File: src/rtl/dpb_pkg.sv
// Shared types for the dual-port busy arbiter.
package dpb_pkg;
    // Which port currently owns a contended location.
    typedef enum logic [1:0] {
        GR_NONE  = 2'd0,
        GR_LEFT  = 2'd1,
        GR_RIGHT = 2'd2
    } grant_e;

    localparam int NPORT = 2;
    localparam int PL = 0;
    localparam int PR = 1;
endpackage

File: src/rtl/dpb_port_track.sv
// Per-port arrival tracker.
// Flags a port as "fresh" in a cycle where it is enabled and either was
// disabled last cycle or presents a different address than last cycle.
// Assumes inputs are synchronous to clk.
module dpb_port_track #(
    parameter int ADDR_W = 17
) (
    input  logic              clk,
    input  logic              rst_n,
    input  logic              ce_n,
    input  logic [ADDR_W-1:0] addr,
    output logic              fresh
);
    logic              prev_act;
    logic [ADDR_W-1:0] prev_addr;

    // Remember last cycle's enable and address.
    always_ff @(posedge clk) begin
        if (!rst_n) begin
            prev_act  <= 1'b0;
            prev_addr <= '0;
        end else begin
            prev_act  <= !ce_n;
            prev_addr <= addr;
        end
    end

    // Newly valid this cycle.
    always_comb fresh = !ce_n && (!prev_act || (addr != prev_addr));
endmodule

File: src/rtl/dpb_grant_ctl.sv
// Grant register for a contended location.
// Opens a grant when a match appears, picks the earlier port (left on tie),
// holds it while the match persists and clears it one edge after it ends.
// Assumes match is combinational from the current port inputs.
module dpb_grant_ctl
    import dpb_pkg::*;
(
    input  logic   clk,
    input  logic   rst_n,
    input  logic   ms_master,
    input  logic   match,
    input  logic   l_fresh,
    input  logic   r_fresh,
    output grant_e grant
);
    grant_e grant_nx;

    // Next-grant decision.
    always_comb begin
        if (!ms_master || !match)
            grant_nx = GR_NONE;
        else if (grant != GR_NONE)
            grant_nx = grant;
        else if (l_fresh && !r_fresh)
            grant_nx = GR_RIGHT;
        else
            grant_nx = GR_LEFT;
    end

    // Grant state register.
    always_ff @(posedge clk) begin
        if (!rst_n) grant <= GR_NONE;
        else        grant <= grant_nx;
    end
endmodule

File: src/rtl/dpb_wr_gate.sv
// Per-port write qualifier and busy output selection.
// In master mode the internal busy is driven out and gates writes; in slave
// mode the busy output is held high and the busy-in pin gates writes.
module dpb_wr_gate (
    input  logic ms_master,
    input  logic ce_n,
    input  logic rw_n,
    input  logic busy_int_n,
    input  logic busy_in_n,
    output logic busy_out_n,
    output logic wr_ok
);
    logic busy_eff_n;

    // Select the busy source and qualify the write.
    always_comb begin
        busy_eff_n = ms_master ? busy_int_n : busy_in_n;
        busy_out_n = ms_master ? busy_int_n : 1'b1;
        wr_ok      = !ce_n && !rw_n && busy_eff_n;
    end
endmodule

File: src/rtl/dp_busy_arb.sv
// Dual-port contention busy arbiter (top).
// Compares the two port addresses, grants the earlier port on a collision,
// flags the loser busy and produces per-port write-allowed qualifiers.
// Assumes all inputs are synchronous to clk; reset is synchronous active low.
module dp_busy_arb
    import dpb_pkg::*;
#(
    parameter int ADDR_W = 17
) (
    input  logic              clk,
    input  logic              rst_n,
    input  logic              ms_master,
    input  logic              l_ce_n,
    input  logic              l_rw_n,
    input  logic [ADDR_W-1:0] l_addr,
    input  logic              l_busy_in_n,
    input  logic              r_ce_n,
    input  logic              r_rw_n,
    input  logic [ADDR_W-1:0] r_addr,
    input  logic              r_busy_in_n,
    output logic              l_busy_n,
    output logic              r_busy_n,
    output logic              l_wr_ok,
    output logic              r_wr_ok
);
    logic              ce_n_a   [NPORT];
    logic              rw_n_a   [NPORT];
    logic [ADDR_W-1:0] addr_a   [NPORT];
    logic              bin_a    [NPORT];
    logic              fresh_a  [NPORT];
    logic              bint_a   [NPORT];
    logic              bout_a   [NPORT];
    logic              wrok_a   [NPORT];
    logic              match;
    grant_e            grant;

    // Gather port signals into arrays.
    always_comb begin
        ce_n_a[PL] = l_ce_n;  ce_n_a[PR] = r_ce_n;
        rw_n_a[PL] = l_rw_n;  rw_n_a[PR] = r_rw_n;
        addr_a[PL] = l_addr;  addr_a[PR] = r_addr;
        bin_a[PL]  = l_busy_in_n;
        bin_a[PR]  = r_busy_in_n;
    end

    // Both enabled on one location.
    always_comb match = !l_ce_n && !r_ce_n && (l_addr == r_addr);

    // Internal busy: a port is busy when the other one holds the grant.
    always_comb begin
        bint_a[PL] = (grant != GR_RIGHT);
        bint_a[PR] = (grant != GR_LEFT);
    end

    for (genvar p = 0; p < NPORT; p++) begin : g_port
        dpb_port_track #(.ADDR_W(ADDR_W)) u_track (
            .clk   (clk),
            .rst_n (rst_n),
            .ce_n  (ce_n_a[p]),
            .addr  (addr_a[p]),
            .fresh (fresh_a[p])
        );
        dpb_wr_gate u_gate (
            .ms_master  (ms_master),
            .ce_n       (ce_n_a[p]),
            .rw_n       (rw_n_a[p]),
            .busy_int_n (bint_a[p]),
            .busy_in_n  (bin_a[p]),
            .busy_out_n (bout_a[p]),
            .wr_ok      (wrok_a[p])
        );
    end

    dpb_grant_ctl u_grant (
        .clk       (clk),
        .rst_n     (rst_n),
        .ms_master (ms_master),
        .match     (match),
        .l_fresh   (fresh_a[PL]),
        .r_fresh   (fresh_a[PR]),
        .grant     (grant)
    );

    // Drive ports from the per-port arrays.
    always_comb begin
        l_busy_n = bout_a[PL];
        r_busy_n = bout_a[PR];
        l_wr_ok  = wrok_a[PL];
        r_wr_ok  = wrok_a[PR];
    end
endmodule

File: config.mk
export PLATFORM = sky130hd
export DESIGN_NAME = dp_busy_arb
export DESIGN_NICKNAME = d
export VERILOG_FILES = /design/src/rtl/dpb_pkg.sv /design/src/rtl/dpb_port_track.sv /design/src/rtl/dpb_grant_ctl.sv /design/src/rtl/dpb_wr_gate.sv /design/src/rtl/dp_busy_arb.sv
export SDC_FILE = /design/constraint.sdc
export NUM_CORES = 1
export LEC_CHECK = 0
export BUFFER_PORTS_ARGS = -buffer_cell sky130_fd_sc_hd__buf_4
export CAP_MARGIN = 20
export CORE_MARGIN = 2
export CORE_UTILIZATION = 43
export DETAILED_ROUTE_END_ITERATION = 6
export GPL_TIMING_DRIVEN = 0
export PLACE_DENSITY = 0.64
export SYNTH_ARGS = -nofsm -noshare
export SYNTH_HDL_FRONTEND = slang
export SYNTH_SLANG_ARGS = --single-unit
File: constraint.sdc
create_clock -name clk -period 2.6 [get_ports clk]
set_clock_uncertainty 0.15 [all_clocks]
set_input_delay 0.26 -clock clk [delete_from_list [all_inputs] [get_ports clk]]
set_output_delay 0.26 -clock clk [all_outputs]
set_load 0.02 [all_outputs]
# Yosys cells after proc, flatten, opt, wreduce, memory -nomap -nowiden
# Index checks and enable logic that the tools add are counted.
# word_totals
output_inout_bits	4
inputBits	43
ff_bits	38
# op_classes
n_eq_ne	5
n_bitwise	1
muxes	5
reduce_logical	23
# ops
operator	n
$ne A17 B17 Y1	2
$eq A17 B17 Y1	1
$logic_and A1 B1 Y1	9
$logic_not A1 Y1	9
$mux W1	4
$logic_or A1 B1 Y1	3
$mux W2	1
$ne A2 B1 Y1 const B	1
$ne A2 B2 Y1 const B	1
$reduce_bool A2 Y1	1
$reduce_or A2 Y1	1
$not A1 Y1	1

# Longest topological paths before layout
# logic_depth
depth_word	6
depth_mapped	6
depth_no_buf	6

# Modules after synthesis
# A second synthesis with hierarchy kept.
# hier_totals
cells_unflattened	159
area_unflattened_um2	1671.6
# by_module_without_submodules
module	instances	cells_per_inst	seq_area_each_um2	area_each_um2
dpb_port_track	2	60	360.3	664.4
dp_busy_arb	1	26	0.0	202.7
dpb_grant_ctl	1	7	40.0	87.6
dpb_wr_gate	2	3	0.0	26.3

# Least setup slack after synthesis
# Ideal clock, no wire load.
# synth_timing
path_kind	register to output
from	reg u_grant.grant[1]
to	out l_wr_ok
path_buffers	0
setup_slack_ps	601
t_arrival_ps	1589
path_stages_with_launch	3
cell_sequence	dfxtp_1 -> nor2b_1 -> a2111oi_0
# synth_between
elab_chain_cells	3
# synth_lines
item	line	text
start: declaration	dpb_grant_ctl.sv:14	output grant_e grant
start signal: assignment	dpb_grant_ctl.sv:33	else grant <= grant_nx;
$ne A2 B2 Y1	dp_busy_arb.sv:51	bint_a[PL] = (grant != GR_RIGHT);
$mux W1	dpb_wr_gate.sv:17	busy_eff_n = ms_master ? busy_int_n : busy_in_n;
$logic_and A1 B1 Y1	dpb_wr_gate.sv:19	wr_ok = !ce_n && !rw_n && busy_eff_n;
end: declaration	dp_busy_arb.sv:23	output logic l_wr_ok,
# No other way between the ends.

# Final worst setup path
# Same ends and word-level chain as after synthesis.

==> run metrics <==
count of hold-fix buffers inserted at cts 0; Clock power frac approximately a third; core area 3690 sq um; gr usage total between 10% and 20%; setup bufs post-CTS 0; Tcrit/Tclk final about 70%; Detailed Place HPWL 2.70 mm; clk buf depth 2; Cells after Synth approximately 160; RSZ-0062 raised after global routing false; Final #Nets about 250; Final Hold Fails 0; Area Growth Syn to Fin 30.2%; initial core utilization between 40% and 50%; Setup WS pre-CTS 0.770 ns; Residual DRC 0; syn_nets 200; largest net degree at the start of global routing 13; Period minus WS final 1.78 ns; Routed WL per cell approximately 13 um; DRT Pass-1 Iters 4; Critical Path Start Type flop; Crit. path cell count 3; number of flops mapped to enable cells by yosys 0; switching share of power between 20% and 30%; crit path max-delay cell type a2111oi_0; CTS tree built; CP Class reg2out; synth warn 0; mean post-synth cell area 10.5 sq um; Area contributors post-synth dfxtp_1 (46%), xnor2_1 (21%), and2_1 (12%), xor2_1 (6.3%), nand4_1 (3.8%); Buf+Inv Stages, Crit Path 1; share of the synthesized area in the top cell type 46.0%; Seq pwr share 50.9%; GRT overflow 0; number of fill cells in the layout 336; dpl cells 251; Crit. End Element primary output; peak fanout along the critical path 3; H-tree depth 2; Crit path max-delay family compound AO/OA/AOI/OAI gates; P_int 0.936 mW; post-synth top area cell dfxtp_1; Seq/Total Area, Yosys between 40% and 50%; # diodes 0; Cell Area, Synth 1660 sq um; vias in the first global route 1,223; asr flop ratio synth 0%; antenna violations before repair 0; status finished clean; Max Cap Violations 0; Max Freq ~560 MHz; via count approximately 1,200; library cells used by synthesis 21; IO buf count 46; required time of the critical path 2.19 ns; clk_lat worst skew between 0.2 and 0.3 ns; Routed Antenna Nets 0; NetSw slightly below 0.3 mW; FF-to-FF path depth 6; Lkg Pwr 0.859 nW; Hold WC Path Type in2reg; Cell Rows 22; die height approximately 66 um; normalized max-slew margin 69.7%; leading cell types by count after synthesis xnor2_1 (39), dfxtp_1 (38), and2_1 (33), xor2_1 (12), nand4_1 (10); Critical Path AT 1.37 ns; io pins 47; CTS resizes 0; PwrDens 568 nW/um^2; setup TNS 0 ns; Die Width 66.0 um; cell breakdown of the critical path nor2b_1 -> a2111oi_0 -> buf_4; CTS root buffer clkbuf_8; vias per cell 4.57; final WL 3.33 mm; first-pass GRT wire length between 5 and 6 mm; layout cells sized above 1 28.0%; Max VDD drop roughly 0.0004 V; gpl congestion 0.769; final non-filler cell total around 260; Worst Setup Slack, final 0.819 ns; Main synth FF type dfxtp_1; Comb pwr share 15.6%; Slew Viols, Final 0; Worst-path clk slew roughly 0.070 ns; Worst Tran Pin Value between 0.4 and 0.5 ns; die area 4360 sq um; Num Clock Sinks 38; flops & latches, synth 38; CTS Buf Count 5; top-count cell post-synth xnor2_1; 1st-iter DRT viols 16; Finish-stage setup viols 0; WHS Path Cells 2; crit-path max cell delay approximately 0.4 ns
==> flip-flops by register name (all words and copies together) (netlist names) <==
name and count:
u_grant.grant 2, g_port.u_track.prev_act 2, g_port.u_track.prev_addr 34
==> power groups by stage <==
stage               logic (mW)  clock network [mW]  registers [mW]
floorplan               0.0986                   0           0.635
global placement         0.192                   0           0.637
detailed placement       0.195                   0           0.637
CTS                      0.196               0.426           0.624
global route             0.212               0.458           0.627
finish                   0.192               0.410           0.624
==> layer usage <==
| metal | part of all wire [%] | GRT usage [%] | wire [um] | vias to the layer above |
|---|---|---|---|---|
| met5 | 0 | 0 | 0 | - |
| met4 | 1.3 | 6.89 | 42 | 0 |
| met3 | 5.5 | 4.09 | 182 | 5 |
| met2 | 49 | 29.3 | 1630 | 28 |
| met1 | 44 | 21.9 | 1480 | 530 |
| li1 | - | - | - | 620 |
==> layout make-up <==
cell class / count / area [sq um] / area share, %
multi-input combinational: 116 / 883 / 41.0
sequential: 38 / 761 / 35.3
timing repair buffer: 46 / 345 / 16.0
clock buffer: 6 / 82.6 / 3.83
tap: 48 / 60.1 / 2.79
clock inverter: 2 / 12.5 / 0.580
buffer: 3 / 11.3 / 0.522
==> per-stage QoR <==
stage / instance area (sq um) / power (mW) / hold WS, ns / utilization [%]
2_1_floorplan: 1660 / 0.734 / 0.182 / -
6_report: 2160 / 1.23 / 0.0176 / 58.4
4_1_cts: 2160 / 1.25 / 0.00634 / 58.4
3_3_place_gp: 2060 / 0.828 / 0.310 / 55.9
5_1_grt: 2160 / 1.30 / 0.0115 / 58.4
3_5_place_dp: 2060 / 0.832 / 0.309 / 55.9
==> kinds of logic after synthesis <==
kind of cell	count (synthesis)	share of synthesized area, %
AO/OA/AOI/OAI	4	2.12
buffers and inverters	3	0.680
AND/OR/NAND/NOR	61	24.3
XOR/XNOR	51	27.0
flip-flops	38	46.0
==> worst paths after layout <==
check                                            start                                    end  slack [ns]
max reg2reg  g_port[1].u_track.prev_addr[8]$_SDFF_PN0_          u_grant.grant[1]$_SDFFE_PP0N_        0.92
min reg2reg              u_grant.grant[1]$_SDFFE_PP0N_          u_grant.grant[1]$_SDFFE_PP0N_        0.32
max                      u_grant.grant[1]$_SDFFE_PP0N_                                l_wr_ok        0.82
min                                             l_ce_n  g_port[0].u_track.prev_act$_SDFF_PN0_        0.02
==> placed cells by master, fill, tap and decap left out <==
master and count:
a2111oi_0 1, a41oi_1 1, and2_1 33, and2_2 1, and2b_1 2, buf_4 46, clkbuf_1 3, clkbuf_8 6
clkinv_2 1, clkinvlp_4 1, dfxtp_1 38, nand2_1 1, nand3_1 1, nand3b_1 1, nand4_1 10, nor2_1 2
nor2b_1 2, nor3_1 1, nor3b_2 1, nor4_1 3, nor4_2 3, o211a_1 1, o21a_1 1, xnor2_1 39
xor2_1 12
Power figures use the tool's default switching activity.
